===== config.mk =====
export PLATFORM = sky130hd
export DESIGN_NAME = stk_seq
export DESIGN_NICKNAME = d
export VERILOG_FILES = /design/src/rtl/stk_seq_pkg.sv /design/src/rtl/stk_seq_ctrl.sv /design/src/rtl/stk_seq_decode.sv /design/src/rtl/stk_seq_addr.sv /design/src/rtl/stk_seq_result.sv /design/src/rtl/stk_seq.sv
export SDC_FILE = /design/constraint.sdc
export NUM_CORES = 1
export LEC_CHECK = 0
export BUFFER_PORTS_ARGS = -buffer_cell sky130_fd_sc_hd__buf_2
export CAP_MARGIN = 0
export CORE_ASPECT_RATIO = 1.4
export CORE_MARGIN = 3
export CORE_UTILIZATION = 59
export DETAILED_ROUTE_END_ITERATION = 10
export GPL_ROUTABILITY_DRIVEN = 0
export PLACE_DENSITY = 0.82
export SETUP_SLACK_MARGIN = 0.1
export SLEW_MARGIN = 40
export SYNTH_ARGS = -nofsm -noshare
export SYNTH_HDL_FRONTEND = slang
export SYNTH_SLANG_ARGS = --single-unit

===== constraint.sdc =====
create_clock -name clk -period 5.9 [get_ports clk]
set_clock_uncertainty 0.1 [all_clocks]
set_input_delay 1.18 -clock clk [delete_from_list [all_inputs] [get_ports clk]]
set_output_delay 1.18 -clock clk [all_outputs]
set_load 0.01 [all_outputs]

===== src/rtl/stk_seq_pkg.sv =====
// Shared types for the stack control-flow sequencer.
// Assumes 8-bit data, a 16-bit address and an 8-bit stack pointer.
package stk_seq_pkg;
    localparam int ADDR_W = 16;
    localparam int BYTE_W = 8;
    localparam int STEP_W = 3;
    localparam int KIND_W = 3;
    localparam int MAX_STEPS = 7;

    typedef enum logic [KIND_W-1:0] {
        K_PUSH = 3'd0, K_PULL = 3'd1, K_CALL = 3'd2,
        K_RET  = 3'd3, K_IRET = 3'd4, K_BRK  = 3'd5
    } kind_e;

    typedef enum logic [1:0] {
        SEL_REG = 2'd0, SEL_PCH = 2'd1, SEL_PCL = 2'd2, SEL_STAT = 2'd3
    } wsel_e;

    typedef enum logic [2:0] {
        SRC_NONE, SRC_PC, SRC_PC1, SRC_PC2, SRC_STK, SRC_RET, SRC_VLO, SRC_VHI
    } src_e;

    // One bus access of a sequence step
    typedef struct packed {
        src_e        src;
        logic [2:0]  ofs;     // signed stack offset
        logic        rd;
        logic        wr;
        logic        dummy;
        wsel_e       sel;
        logic        cap_lo;
        logic        cap_hi;
        logic        last;
    } acc_t;

    function automatic logic kind_ok(input logic [KIND_W-1:0] k);
        return k <= 3'd5;
    endfunction

    function automatic logic [BYTE_W-1:0] sp_delta(input logic [KIND_W-1:0] k);
        case (k)
            K_PUSH:  return 8'hFF;
            K_PULL:  return 8'h01;
            K_CALL:  return 8'hFE;
            K_RET:   return 8'h02;
            K_IRET:  return 8'h03;
            default: return 8'hFD;
        endcase
    endfunction
endpackage


===== src/rtl/stk_seq_ctrl.sv =====
// Sequence controller: accepts a start, latches the operation inputs and
// steps through the cycles until the decoder flags the last one.
// Assumes start is honoured only when idle or in the final cycle.
module stk_seq_ctrl
    import stk_seq_pkg::*;
(
    input  logic                 clk,
    input  logic                 rst_n,
    input  logic                 start_i,
    input  logic [KIND_W-1:0]    kind_i,
    input  logic                 strict_i,
    input  logic [ADDR_W-1:0]    pc_i,
    input  logic [BYTE_W-1:0]    sp_i,
    input  logic                 last_i,
    output logic                 busy_o,
    output logic [STEP_W-1:0]    step_o,
    output logic [KIND_W-1:0]    kind_o,
    output logic                 strict_o,
    output logic [ADDR_W-1:0]    pc_o,
    output logic [BYTE_W-1:0]    sp_o
);
    logic accept;

    // Start is taken when idle or on the closing cycle of a sequence
    always_comb accept = start_i && kind_ok(kind_i) && (!busy_o || last_i);

    // Latch operands and advance the step counter
    always_ff @(posedge clk) begin
        if (!rst_n) begin
            busy_o   <= 1'b0;
            step_o   <= '0;
            kind_o   <= '0;
            strict_o <= 1'b0;
            pc_o     <= '0;
            sp_o     <= '0;
        end else if (accept) begin
            busy_o   <= 1'b1;
            step_o   <= '0;
            kind_o   <= kind_i;
            strict_o <= strict_i;
            pc_o     <= pc_i;
            sp_o     <= sp_i;
        end else if (busy_o && last_i) begin
            busy_o <= 1'b0;
            step_o <= '0;
        end else if (busy_o) begin
            step_o <= step_o + 1'b1;
        end
    end

    a_r11_bad_kind_ignored: assert property (@(posedge clk) disable iff (!rst_n)
        (!busy_o && start_i && !kind_ok(kind_i)) |=> !busy_o);

    a_r7_step_bound: assert property (@(posedge clk) disable iff (!rst_n)
        busy_o |-> (step_o < STEP_W'(MAX_STEPS)));
endmodule


===== src/rtl/stk_seq_decode.sv =====
// Step decoder: maps operation kind and step index to the bus access of
// that cycle. Pure combinational; outputs all-zero when idle.
module stk_seq_decode
    import stk_seq_pkg::*;
(
    input  logic                busy_i,
    input  logic [KIND_W-1:0]   kind_i,
    input  logic [STEP_W-1:0]   step_i,
    output acc_t                acc_o
);
    function automatic acc_t rdc(input src_e s, input logic [2:0] o, input logic d,
                                 input logic cl, input logic ch, input logic l);
        acc_t a;
        a = '0;
        a.src = s; a.ofs = o; a.rd = 1'b1; a.dummy = d;
        a.cap_lo = cl; a.cap_hi = ch; a.last = l;
        return a;
    endfunction

    function automatic acc_t wrc(input logic [2:0] o, input wsel_e s, input logic l);
        acc_t a;
        a = '0;
        a.src = SRC_STK; a.ofs = o; a.wr = 1'b1; a.sel = s; a.last = l;
        return a;
    endfunction

    // Per-kind step tables
    always_comb begin
        acc_o = '0;
        if (busy_i) begin
            case (kind_i)
                K_PUSH: case (step_i)
                    3'd0: acc_o = rdc(SRC_PC,  3'd0, 1'b0, 1'b0, 1'b0, 1'b0);
                    3'd1: acc_o = rdc(SRC_PC1, 3'd0, 1'b1, 1'b0, 1'b0, 1'b0);
                    default: acc_o = wrc(3'd0, SEL_REG, 1'b1);
                endcase
                K_PULL: case (step_i)
                    3'd0: acc_o = rdc(SRC_PC,  3'd0, 1'b0, 1'b0, 1'b0, 1'b0);
                    3'd1: acc_o = rdc(SRC_PC1, 3'd0, 1'b1, 1'b0, 1'b0, 1'b0);
                    3'd2: acc_o = rdc(SRC_STK, 3'd0, 1'b1, 1'b0, 1'b0, 1'b0);
                    default: acc_o = rdc(SRC_STK, 3'd1, 1'b0, 1'b0, 1'b0, 1'b1);
                endcase
                K_CALL: case (step_i)
                    3'd0: acc_o = rdc(SRC_PC,  3'd0, 1'b0, 1'b0, 1'b0, 1'b0);
                    3'd1: acc_o = rdc(SRC_PC1, 3'd0, 1'b0, 1'b1, 1'b0, 1'b0);
                    3'd2: acc_o = rdc(SRC_STK, 3'd0, 1'b1, 1'b0, 1'b0, 1'b0);
                    3'd3: acc_o = wrc(3'd0, SEL_PCH, 1'b0);
                    3'd4: acc_o = wrc(3'b111, SEL_PCL, 1'b0);
                    default: acc_o = rdc(SRC_PC2, 3'd0, 1'b0, 1'b0, 1'b1, 1'b1);
                endcase
                K_RET: case (step_i)
                    3'd0: acc_o = rdc(SRC_PC,  3'd0, 1'b0, 1'b0, 1'b0, 1'b0);
                    3'd1: acc_o = rdc(SRC_PC1, 3'd0, 1'b1, 1'b0, 1'b0, 1'b0);
                    3'd2: acc_o = rdc(SRC_STK, 3'd0, 1'b1, 1'b0, 1'b0, 1'b0);
                    3'd3: acc_o = rdc(SRC_STK, 3'd1, 1'b0, 1'b1, 1'b0, 1'b0);
                    3'd4: acc_o = rdc(SRC_STK, 3'd2, 1'b0, 1'b0, 1'b1, 1'b0);
                    default: acc_o = rdc(SRC_RET, 3'd0, 1'b1, 1'b0, 1'b0, 1'b1);
                endcase
                K_IRET: case (step_i)
                    3'd0: acc_o = rdc(SRC_PC,  3'd0, 1'b0, 1'b0, 1'b0, 1'b0);
                    3'd1: acc_o = rdc(SRC_PC1, 3'd0, 1'b1, 1'b0, 1'b0, 1'b0);
                    3'd2: acc_o = rdc(SRC_STK, 3'd0, 1'b1, 1'b0, 1'b0, 1'b0);
                    3'd3: acc_o = rdc(SRC_STK, 3'd1, 1'b0, 1'b0, 1'b0, 1'b0);
                    3'd4: acc_o = rdc(SRC_STK, 3'd2, 1'b0, 1'b1, 1'b0, 1'b0);
                    default: acc_o = rdc(SRC_STK, 3'd3, 1'b0, 1'b0, 1'b1, 1'b1);
                endcase
                default: case (step_i)
                    3'd0: acc_o = rdc(SRC_PC,  3'd0, 1'b0, 1'b0, 1'b0, 1'b0);
                    3'd1: acc_o = rdc(SRC_PC1, 3'd0, 1'b1, 1'b0, 1'b0, 1'b0);
                    3'd2: acc_o = wrc(3'd0, SEL_PCH, 1'b0);
                    3'd3: acc_o = wrc(3'b111, SEL_PCL, 1'b0);
                    3'd4: acc_o = wrc(3'b110, SEL_STAT, 1'b0);
                    3'd5: acc_o = rdc(SRC_VLO, 3'd0, 1'b0, 1'b1, 1'b0, 1'b0);
                    default: acc_o = rdc(SRC_VHI, 3'd0, 1'b0, 1'b0, 1'b1, 1'b1);
                endcase
            endcase
        end
    end
endmodule


===== src/rtl/stk_seq_addr.sv =====
// Address generator: forms the bus address from the selected source.
// Stack addresses wrap inside the stack page; pc offsets wrap at 16 bits.
module stk_seq_addr
    import stk_seq_pkg::*;
#(
    parameter logic [BYTE_W-1:0] STK_PAGE = 8'h01,
    parameter logic [ADDR_W-1:0] BRK_VEC  = 16'hFFFE
) (
    input  src_e                src_i,
    input  logic [2:0]          ofs_i,
    input  logic [ADDR_W-1:0]   pc_i,
    input  logic [BYTE_W-1:0]   sp_i,
    input  logic [BYTE_W-1:0]   lo_i,
    input  logic [BYTE_W-1:0]   hi_i,
    output logic [ADDR_W-1:0]   addr_o
);
    logic [BYTE_W-1:0] stk_idx;

    // Sign-extended offset added modulo 256
    always_comb stk_idx = sp_i + {{(BYTE_W-3){ofs_i[2]}}, ofs_i};

    // Address source multiplexer
    always_comb begin
        case (src_i)
            SRC_PC:  addr_o = pc_i;
            SRC_PC1: addr_o = pc_i + ADDR_W'(1);
            SRC_PC2: addr_o = pc_i + ADDR_W'(2);
            SRC_STK: addr_o = {STK_PAGE, stk_idx};
            SRC_RET: addr_o = {hi_i, lo_i};
            SRC_VLO: addr_o = BRK_VEC;
            SRC_VHI: addr_o = BRK_VEC + ADDR_W'(1);
            default: addr_o = '0;
        endcase
    end
endmodule


===== src/rtl/stk_seq_result.sv =====
// Result unit: captures the low and high address bytes read during a
// sequence and, in its last cycle, registers the new pc and sp.
// Assumes rd_data_i is valid in the cycle of the read.
module stk_seq_result
    import stk_seq_pkg::*;
(
    input  logic                clk,
    input  logic                rst_n,
    input  logic                busy_i,
    input  logic                done_i,
    input  logic                cap_lo_i,
    input  logic                cap_hi_i,
    input  logic [KIND_W-1:0]   kind_i,
    input  logic [ADDR_W-1:0]   pc_i,
    input  logic [BYTE_W-1:0]   sp_i,
    input  logic [BYTE_W-1:0]   rd_data_i,
    output logic [BYTE_W-1:0]   lo_o,
    output logic [BYTE_W-1:0]   hi_o,
    output logic [ADDR_W-1:0]   pc_o,
    output logic [BYTE_W-1:0]   sp_o
);
    logic [BYTE_W-1:0] hi_now;
    logic [ADDR_W-1:0] pc_next;

    // Final pc: high byte may arrive in the closing cycle itself
    always_comb begin
        hi_now = cap_hi_i ? rd_data_i : hi_o;
        case (kind_i)
            K_PUSH, K_PULL: pc_next = pc_i + ADDR_W'(1);
            K_RET:          pc_next = {hi_now, lo_o} + ADDR_W'(1);
            default:        pc_next = {hi_now, lo_o};
        endcase
    end

    // Byte capture and end-of-sequence update
    always_ff @(posedge clk) begin
        if (!rst_n) begin
            lo_o <= '0;
            hi_o <= '0;
            pc_o <= '0;
            sp_o <= '0;
        end else begin
            if (busy_i && cap_lo_i) lo_o <= rd_data_i;
            if (busy_i && cap_hi_i) hi_o <= rd_data_i;
            if (done_i) begin
                pc_o <= pc_next;
                sp_o <= sp_i + sp_delta(kind_i);
            end
        end
    end

    a_r9_sp_holds_idle: assert property (@(posedge clk) disable iff (!rst_n)
        !done_i |=> $stable(sp_o));
endmodule


===== src/rtl/stk_seq.sv =====
// Stack control-flow bus sequencer top. Drives one bus access per cycle
// for push, pull, call, return, interrupt return and break, hiding the
// dummy reads when strict mode is off. Assumes a single-cycle memory.
module stk_seq
    import stk_seq_pkg::*;
#(
    parameter logic [7:0]  STK_PAGE = 8'h01,
    parameter logic [15:0] BRK_VEC  = 16'hFFFE
) (
    input  logic        clk,
    input  logic        rst_n,
    input  logic        start_i,
    input  logic [2:0]  kind_i,
    input  logic        strict_i,
    input  logic [15:0] pc_i,
    input  logic [7:0]  sp_i,
    input  logic [7:0]  rd_data_i,
    output logic [15:0] bus_addr_o,
    output logic        bus_rd_o,
    output logic        bus_wr_o,
    output logic [1:0]  wr_sel_o,
    output logic        busy_o,
    output logic        done_o,
    output logic [15:0] pc_o,
    output logic [7:0]  sp_o
);
    logic [STEP_W-1:0] step;
    logic [KIND_W-1:0] kind_q;
    logic              strict_q;
    logic [ADDR_W-1:0] pc_q;
    logic [BYTE_W-1:0] sp_q;
    logic [BYTE_W-1:0] lo_q, hi_q;
    acc_t              acc;

    stk_seq_ctrl i_ctrl (
        .clk(clk), .rst_n(rst_n), .start_i(start_i), .kind_i(kind_i),
        .strict_i(strict_i), .pc_i(pc_i), .sp_i(sp_i), .last_i(acc.last),
        .busy_o(busy_o), .step_o(step), .kind_o(kind_q), .strict_o(strict_q),
        .pc_o(pc_q), .sp_o(sp_q)
    );

    stk_seq_decode i_dec (
        .busy_i(busy_o), .kind_i(kind_q), .step_i(step), .acc_o(acc)
    );

    stk_seq_addr #(.STK_PAGE(STK_PAGE), .BRK_VEC(BRK_VEC)) i_addr (
        .src_i(acc.src), .ofs_i(acc.ofs), .pc_i(pc_q), .sp_i(sp_q),
        .lo_i(lo_q), .hi_i(hi_q), .addr_o(bus_addr_o)
    );

    stk_seq_result i_res (
        .clk(clk), .rst_n(rst_n), .busy_i(busy_o), .done_i(done_o),
        .cap_lo_i(acc.cap_lo), .cap_hi_i(acc.cap_hi), .kind_i(kind_q),
        .pc_i(pc_q), .sp_i(sp_q), .rd_data_i(rd_data_i),
        .lo_o(lo_q), .hi_o(hi_q), .pc_o(pc_o), .sp_o(sp_o)
    );

    // Bus strobes; dummy reads are masked unless strict
    always_comb begin
        done_o   = busy_o && acc.last;
        bus_rd_o = busy_o && acc.rd && !(acc.dummy && !strict_q);
        bus_wr_o = busy_o && acc.wr;
        wr_sel_o = acc.wr ? acc.sel : SEL_REG;
    end

    a_r12_rd_wr_excl: assert property (@(posedge clk) disable iff (!rst_n)
        !(bus_rd_o && bus_wr_o));

    a_r12_done_ends: assert property (@(posedge clk) disable iff (!rst_n)
        (done_o && !start_i) |=> !busy_o);

    a_r8_writes_in_page: assert property (@(posedge clk) disable iff (!rst_n)
        bus_wr_o |-> (bus_addr_o[15:8] == STK_PAGE));

    a_r1_idle_quiet: assert property (@(posedge clk) disable iff (!rst_n)
        !busy_o |-> (!bus_rd_o && !bus_wr_o && !done_o));
endmodule


# Yosys cells after proc, flatten, opt, wreduce, memory -nomap -nowiden
# Cells that the tools add are included.
[totals] regBits=72 in_bits=39 output_inout_bits=46
[op_classes] n_addsub=6 n_lt_le_gt_ge=1 eq_ne=16 muxes=17 bitwise_logic=1 n_reduce_logical=18
[op_table] cell="one-hot mux 14 bit (5 select lines)" count=4
[op_table] cell="one-hot mux 16 bit (7 select lines)" count=1
[op_table] cell="one-hot mux 14 bit (6 select lines)" count=1
[op_table] cell="one-hot mux 14 bit (3 select lines)" count=1
[op_table] cell="one-hot mux 8 bit (5 select lines)" count=1
[op_table] cell="adder 16 x 1 -> 16 bit (second input constant)" count=2
[op_table] cell="one-hot mux 16 bit (2 select lines)" count=1
[op_table] cell="one-hot mux 14 bit (2 select lines)" count=1
[op_table] cell="two-way mux 8 bit" count=3
[op_table] cell="equality test 3 bit (second input constant)" count=7
[op_table] cell="equality test 3 x 2 -> 1 bit (second input constant)" count=6
[op_table] cell="adder 16 x 2 -> 16 bit (second input constant)" count=1
[op_table] cell="adder 8 bit" count=2
[op_table] cell="two-way mux 14 bit" count=1
[op_table] cell="equality test 3 x 1 -> 1 bit (second input constant)" count=3
[op_table] cell="logical AND 1 bit" count=9
[op_table] cell="logical NOT 3 bit" count=2
[op_table] cell="adder 3 x 1 -> 3 bit (second input constant)" count=1
[op_table] cell="less-or-equal comparator 3 bit (second input constant)" count=1
[op_table] cell="logical NOT 1 bit" count=3
[op_table] cell="OR reduction 3 bit" count=1
[op_table] cell="two-way mux 1 bit" count=2
[op_table] cell="two-way mux 2 bit" count=1
[op_table] cell="nonzero test 2 bit" count=1
[op_table] cell="other kinds (3)" count=3

# Logic depth before layout (Yosys ltp)
# Gate-level depths: netlist of run 1.
[logic_depth] depth_word=8 depth_mapped=17 depth_no_buf=16

# By module
# A second synthesis of run 1 with hierarchy kept.
[unflattened] cells_unflattened=750 area_unflattened_um2=5770.5
[by_module_without_submodules] mod="stk_seq_result" n_inst=1 cells_per_inst=345 area_per_inst_um2=2720.1
[by_module_without_submodules] mod="stk_seq_ctrl" n_inst=1 cells_per_inst=143 area_per_inst_um2=1341.3
[by_module_without_submodules] mod="stk_seq_addr" n_inst=1 cells_per_inst=168 area_per_inst_um2=1138.6
[by_module_without_submodules] mod="stk_seq_decode" n_inst=1 cells_per_inst=87 area_per_inst_um2=526.8
[by_module_without_submodules] mod="stk_seq" n_inst=1 cells_per_inst=7 area_per_inst_um2=43.8

# Worst setup path after synthesis of run 1
# No wires, ideal clock.
[synth_timing] kind="register to output" from="register i_ctrl.step_o[0]" to="output port bus_addr_o[6]" arrival_time_ns=3.331 required_time_ns=4.620 setup_slack_ns=1.289 path_stages_with_launch=17 path_cell_list="dfxtp_1 > inv_1 > ha_1 > buf_6 > or3_4 > a21oi_2 > o21ai_0 > a211oi_1 > nor2_1 > ha_1 > fa_1 > a211oi_1 > o21bai_1 > a21oi_1 > xor2_1 > o211ai_1 > o311a_1"
[synth_between] elab_chain_cells=6 elab_cells_between_ends=23 cone_classes="add/sub (1); eq/ne (12); mux (9); reduce/logical (1)"
[synth_rtl] item="start, declared" line_no="stk_seq_ctrl.sv:16" text="output logic [STEP_W-1:0] step_o,"
[synth_rtl] item="start signal, assigned" line_no="stk_seq_ctrl.sv:47" text="step_o <= step_o + 1'b1;"
[synth_rtl] item="equality test 3 bit, or another cell as far along" line_no="stk_seq_decode.sv:67" text="default: case (step_i)"
[synth_rtl] item="one-hot mux 14 bit (6 select lines), or another cell as far along" line_no="stk_seq_decode.sv:67"
[synth_rtl] item="one-hot mux 14 bit (5 select lines) (*)" line_no="stk_seq_decode.sv:31" text="case (kind_i)"
[synth_rtl] item="two-way mux 14 bit (*)" line_no="stk_seq_decode.sv:30" text="if (busy_i) begin"
[synth_rtl] item="adder 8 bit, or another cell as far along" line_no="stk_seq_addr.sv:20" text="always_comb stk_idx = sp_i + {{(BYTE_W-3){ofs_i[2]}}, ofs_i};"
[synth_rtl] item="one-hot mux 16 bit (7 select lines) (*)" line_no="stk_seq_addr.sv:24" text="case (src_i)"
[synth_rtl] item="end, declared" line_no="stk_seq.sv:18" text="output logic [15:0] bus_addr_o,"
# Every way passes the cells marked *; elsewhere a longest branch is shown, timed or not.

# Worst setup path in the final report of run 1
# Same ends and word-level chain as after synthesis.

==> results.py, run 1 <==
metrics = {
    "timing": {
        "min_period_over_period_pct": 94.0,
        "fin_crit_ns": 5.55,
        "max_freq_mhz": 180,
        "rsz0062_at_grt": "no",
        "final.setup.tns_ns": 0,
        "finalHoldViolations": 0,
        "slew-limit-headroom_pct": 43.5,
        "fin_ws_ns": 0.352,
        "finalMaxSlewViolations": 0,
        "setup_viol_count_final": 0,
        "worstMarginPinSlew_ns": 0.847,
    },
    "placement": {
        "port_buffers": 84,
        "pre_cts_slack_ns": 0.708,
        "dpl.hpwl_um": 12300,
    },
    "global_route": {
        "grt_pass1_vias": 5744,
        "grt_max_degree": 67,
        "use_met2_pct": 47.9,
        "grtUsageMet1_pct": 38.0,
        "top_usage_layer": "met2",
        "grt-ovfl-total": 0,
        "grt_pass1_wl_um": 28100,
        "grtUsageMet3_pct": 6.65,
        "grtUsageTotal_pct": 30.0,
        "antenna_found_initial": 0,
    },
    "clock_network": {
        "cts_tree": "built",
        "cts-root-buf": "clkbuf_16",
        "numCtsBuffers": 9,
        "cts_buffer_depth": 2,
        "clock_latency_ns": 0.35,
        "cts.sinks": 72,
        "cts_max_level": 3,
        "clk_pin_slew_worst_paths_ns": 0.06,
    },
    "critical_path": {
        "cp.arrival_ns": 4.27,
        "slowest_stage": "fa_1",
        "cp_max_fo": 11,
        "path_delay_family": "compound AO/OA/AOI/OAI gates",
        "reg2reg_depth": 8,
        "r2r-start": "i_ctrl.step_o[0]$_SDFFE_PP0P_",
        "critical_path_class": "reg -> out",
        "cp_slowest_stage_delay_ns": 0.43,
        "crit_chain": "inv_1, ha_1, or3_4, a21oi_2, o21ai_0, a211oi_1, nor2_1, ha_1, fa_1, a211oi_1, o21bai_1, a21oi_1, xor2_1, o211ai_1, o311a_1, buf_2",
        "rr_endpoint": "i_res.pc_o[1]$_SDFFE_PN0P_",
        "end_kind": "output pin",
        "r2r_slack_ns": 2.54,
        "required_ns": 4.62,
        "critPathBufInv": 2,
        "cp-start-kind": "flop",
    },
    "power_and_ir_drop": {
        "intPower_mw": 1.04,
        "powerDensity_nw_per_um2": 233,
        "p_seq_share_pct": 36.5,
        "swShare_pct": 32.4,
        "vdd_drop_max_v": 0.000212,
        "p_sw_mw": 0.497,
        "p_clk_share_pct": 38.8,
        "p_leak_nw": 2.55,
        "pwr-share-comb_pct": 24.8,
    },
    "synthesis": {
        "synthTopCellsByArea": "dfxtp_1, o21ai_0, nand2_1",
        "ys_async_sr_fraction_pct": 0,
        "synth-seq-area-share_pct": 24.2,
        "ys_warn_count": 0,
        "synthTopCellsByCount": "nand2_1, dfxtp_1, o21ai_0",
        "syn_area_um2": 5950,
        "synth_edf_count": 0,
        "syn_nets": 847,
        "synth_area_leader_cell": "dfxtp_1",
        "synth_top_area_share_pct": 24.2,
        "syn_inst": 784,
        "ys.flop_type": "dfxtp_1",
        "synth.distinct_cells": 82,
        "ys_ff_latch": 72,
        "synth.most_common_cell": "nand2_1",
        "avgSynthCellArea_um2": 7.59,
    },
    "die": {
        "core_um2": 9670,
        "io-pin-count": 85,
        "initial_core_util_pct": 61.5,
        "die_height_um": 125,
        "dieArea_um2": 11300,
        "rows": 42,
        "fp.dieW_um": 90.9,
    },
    "layout": {
        "drive_gt1_share_pct": 18.3,
        "syn2layout_area_growth_pct": 10.7,
        "nets": 884,
        "antenna_cells": 0,
    },
    "detailed_routing": {
        "antenna_left": 0,
        "wl_per_cell_um": 17.9,
        "drc": 0,
        "vias_per_cell": 6.51,
        "via_count": 6235,
        "drt_iter0_markers": 1048,
        "detail_route.first_pass.iterations": 9,
        "totalWireLength_um": 17200,
    },
    "run_status": {
        "outcome": "finished, final reports clean",
    },
    "flow_run": {
        "max_cap_viol_count": 0,
    },
    "worst_hold_path": {
        "whs_path_depth": 2,
        "whs_endpoint": "i_res.sp_o[1]$_SDFFE_PN0P_",
        "min_from": "i_res.sp_o[1]$_SDFFE_PN0P_",
        "hold_path.class": "reg -> reg",
    },
}
[power by group through the flow]
stage	sequential [mW]	clock [mW]	combinational (mW)
CTS	0.557	0.597	0.373
floorplan	0.553	0	0.290
global route	0.563	0.626	0.416
global placement	0.566	0	0.359
detailed placement	0.568	0	0.370
finish	0.560	0.595	0.380
[cells in the final DEF (no fill, tap or decap), types with 17 or more instances in the layout]
cell type / netlist / routed
nor3_1: 21 / 20
nand4_1: 17 / 17
nor2b_1: 21 / 21
nor2_1: 57 / 57
dfxtp_1: 72 / 69
xnor2_1: 26 / 26
nand3_1: 55 / 55
buf_2: 17 / 85
ha_1: 22 / 21
nand2_1: 79 / 79
xor2_1: 19 / 19
a21oi_1: 41 / 41
o21ai_0: 62 / 62
[per-layer routing]
| layer | share of wire [%] | vias to the layer above |
|---|---|---|
| li1 | - | 2940 |
| met1 | 40 | 2838 |
| met2 | 46 | 376 |
| met3 | 8.9 | 81 |
| met4 | 4.6 | 0 |
| met5 | 0 | - |
[cell families (layout without fill, tap and decap cells)]
| logic type | after synthesis | count (layout) | share of synthesized area [%] |
|---|---|---|---|
| flip-flops | 72 | 72 | 24.2 |
| AND/OR/NAND/NOR | 317 | 317 | 26.8 |
| buffers and inverters | 80 | 122 | 6.69 |
| adder cells (fa/ha/maj) | 24 | 24 | 5.30 |
| AO/OA/AOI/OAI | 222 | 222 | 25.9 |
| XOR/XNOR | 45 | 45 | 6.63 |
| multiplexers | 24 | 24 | 4.44 |
[worst max path at each step]
stage                                   from             to  slack, ns  cells after the start
4_1_cts        i_ctrl.step_o[2]$_SDFFE_PP0P_  bus_addr_o[7]       0.34                     14
3_5_place_dp   i_ctrl.step_o[2]$_SDFFE_PP0P_  bus_addr_o[7]       0.71                     14
5_1_grt        i_ctrl.step_o[0]$_SDFFE_PP0P_  bus_addr_o[6]       0.17                     16
2_1_floorplan  i_ctrl.step_o[0]$_SDFFE_PP0P_  bus_addr_o[6]       1.29                     16
3_3_place_gp   i_ctrl.step_o[2]$_SDFFE_PP0P_  bus_addr_o[7]       0.87                     14
6_report       i_ctrl.step_o[0]$_SDFFE_PP0P_  bus_addr_o[6]       0.35                     16
[state kept, by name, summed over array words and instances (netlist names)]
register         flops
i_ctrl.busy_o        1
i_ctrl.kind_o        3
i_ctrl.pc_o         16
i_ctrl.sp_o          8
i_ctrl.step_o        3
i_ctrl.strict_o      1
i_res.hi_o           8
i_res.lo_o           8
i_res.pc_o          16
i_res.sp_o           8
[through the flow]
stage                     hold WS (ns)  cell area [um^2]  utilization, %  power (mW)  std cells
after CTS                        0.362              6570            67.9        1.53        957
after detailed placement         0.354              6240            64.6       0.937        941
final                            0.357              6590            68.1        1.53        958
after floorplan                  0.345              5950               -       0.843        784
after global routing             0.392              6590            68.1        1.61        958
after global placement           0.349              6240            64.6       0.924        941
[what timing repair did]
item / CTS / global route
hold buffers: 0 / 0
gates resized for setup: 0 / 4
setup endpoints to repair: 0 / 3
setup buffers: 0 / 0
[layout make-up]
| class | instances | area (um^2) |
|---|---|---|
| clock buffers | 9 | 225 |
| clock inverters | 7 | 95.1 |
| repair buffers | 92 | 478 |
| fillers | 871 | 3080 |
| well taps | 132 | 165 |
| multi-input cells | 632 | 4130 |
| inverters | 14 | 52.6 |
| flip-flops and latches | 72 | 1450 |
[worst reg2reg max path, cell delays in order, from the launching register on]
cell	delay, ns
dfxtp_1	0.42
inv_1	0.09
ha_1	0.40
or2_1	0.33
o32ai_2	0.35
nand2_1	0.48
inv_2	0.65
o211ai_1	0.25
o211a_1	0.19
(Power assumes the default switching activity.)
==> run 2, diff against run 1 <==
- PLACE_DENSITY: 0.82 -> 0.87
==> run 2 against run 1 <==
Compared with the run above:
- critical path depth is the same
- non-clock buffer count stayed put
- combinational power about the same
- final area barely moved
- first-iteration DRC count fell by 5.3%
- clock-buffer cell count grew 1
- clock power grew 0.8%
- die area is the same
- register-to-register slack got worse by 0.13 ns
- cell count unchanged
- critical path type unchanged
- critical endpoint unchanged
- largest power group unchanged
==> results.py, run 2 (synthesis gave the netlist of run 1 again) <==
metrics = {
    "worst_hold_path": {
        "hold_path.class": "reg -> reg",
    },
    "power_and_ir_drop": {
        "powerDensity_nw_per_um2": 234,
        "p_sw_mw": 0.490,
        "p_leak_nw": 2.56,
        "pwr-share-comb_pct": 24.9,
        "p_clk_share_pct": 39.0,
        "swShare_pct": 31.8,
        "vdd_drop_max_v": 0.000221,
        "p_seq_share_pct": 36.2,
        "intPower_mw": 1.05,
    },
    "timing": {
        "fin_crit_ns": 5.55,
        "final.setup.tns_ns": 0,
        "slew-limit-headroom_pct": 41.5,
        "fin_worst_hold_slack_ns": 0.356,
        "setup_viol_count_final": 0,
        "finalHoldViolations": 0,
        "finalMaxSlewViolations": 0,
        "fin_ws_ns": 0.354,
        "min_period_over_period_pct": 94.0,
        "worstMarginPinSlew_ns": 0.876,
        "max_freq_mhz": 180,
        "rsz0062_at_grt": "yes",
    },
    "global_route": {
        "grtUsageTotal_pct": 30.0,
        "antenna_found_initial": 0,
        "grt_max_degree": 62,
        "grt_pass1_vias": 5778,
        "grt-ovfl-total": 0,
        "grt_pass1_wl_um": 28100,
    },
    "critical_path": {
        "required_ns": 4.62,
        "critical_path_class": "reg -> out",
        "r2r_slack_ns": 2.41,
        "cp.arrival_ns": 4.27,
        "cp_max_fo": 11,
        "end_kind": "output pin",
        "cp-start-kind": "flop",
    },
    "detailed_routing": {
        "drt_iter0_markers": 992,
        "totalWireLength_um": 17200,
        "drc": 0,
        "detail_route.first_pass.iterations": 6,
        "via_count": 6257,
        "antenna_left": 0,
        "wl_per_cell_um": 17.9,
        "vias_per_cell": 6.53,
    },
    "placement": {
        "placed_cell_area_um2": 6250,
        "port_buffers": 84,
        "dpl.hpwl_um": 12300,
        "pre_cts_slack_ns": 0.725,
    },
    "clock_network": {
        "numCtsBuffers": 9,
        "cts_buffer_depth": 2,
        "cts_tree": "built",
        "cts_hold_buf": 0,
        "clk_pin_slew_worst_paths_ns": 0.06,
        "cts.sinks": 72,
        "cts-root-buf": "clkbuf_16",
        "cts_max_level": 3,
        "clock_latency_ns": 0.35,
    },
    "run_status": {
        "outcome": "finished, final reports clean",
    },
    "layout": {
        "final_common_cell": "buf_2",
        "nets": 884,
        "antenna_cells": 0,
        "stdcell_area_um2": 6590,
        "top_regs": "i_ctrl.pc_o (16), i_res.pc_o (16)",
        "syn2layout_area_growth_pct": 10.8,
        "drive_gt1_share_pct": 17.9,
        "mostFrequentLayoutCells": "buf_2, nand2_1, dfxtp_1, o21ai_0, nor2_1",
    },
    "die": {
        "rows": 42,
        "dieArea_um2": 11300,
        "io-pin-count": 85,
        "fp.dieW_um": 90.9,
        "core_um2": 9670,
        "die_height_um": 125,
        "initial_core_util_pct": 61.5,
    },
    "flow_run": {
        "max_cap_viol_count": 0,
    },
}
-- run 2: critical path, stage by stage (launching register included) --
cell      delay (ns)
dfxtp_1         0.42
inv_1           0.09
ha_1            0.34
or3_4           0.39
a21oi_2         0.24
o21ai_0         0.14
a211oi_1        0.29
nor2_1          0.07
ha_1            0.23
fa_1            0.45
a211oi_1        0.29
o21bai_1        0.11
a21oi_1         0.18
xor2_1          0.10
o211ai_1        0.19
o311a_1         0.24
buf_2           0.15
-- run 2: cell type report --
type / count / area (um^2)
inverter: 14 / 52.6
clock buffer: 10 / 239
timing repair buffer: 92 / 480
multi-input combinational: 632 / 4120
tap: 132 / 165
fill: 846 / 3080
clock inverter: 6 / 91.3
sequential: 72 / 1440
-- run 2: per-stage QoR --
step                      cells  util [%]  power, mW
after floorplan             784         -      0.843
after global placement      941      64.6      0.922
after detailed placement    941      64.6      0.936
after CTS                   957      68.0       1.54
after global routing        958      68.1       1.60
final                       958      68.1       1.54
-- run 2: routing by layer --
metal  vias to the layer above  routed length (um)  GRT usage, %
li1                       2923                   -             -
met1                      2847                6490          36.6
met2                       393                7990          48.4
met3                        94                1740          6.47
met4                         0                 968          17.1
met5                         -                   0             0
-- run 2: what timing repair did --
item	in CTS	in global routing
buffers inserted	0	0
endpoints found under the setup margin	0	3
gates resized for setup	0	2
-- run 2: power groups by stage --
stage	Clock, mW	Combinational, mW	Sequential, mW
6_report	0.600	0.383	0.557
5_1_grt	0.625	0.419	0.561
3_5_place_dp	0	0.370	0.566
3_3_place_gp	0	0.359	0.563
2_1_floorplan	0	0.290	0.553
4_1_cts	0.607	0.374	0.555
-- run 2: final timing paths --
path,startpoint,to,depth (start not counted)
max,i_ctrl.step_o[0]$_SDFFE_PP0P_,bus_addr_o[6],16
min,i_res.sp_o[5]$_SDFFE_PN0P_,i_res.sp_o[5]$_SDFFE_PN0P_,2
max reg2reg,i_ctrl.step_o[0]$_SDFFE_PP0P_,i_res.pc_o[1]$_SDFFE_PN0P_,9
min reg2reg,i_res.sp_o[5]$_SDFFE_PN0P_,i_res.sp_o[5]$_SDFFE_PN0P_,2
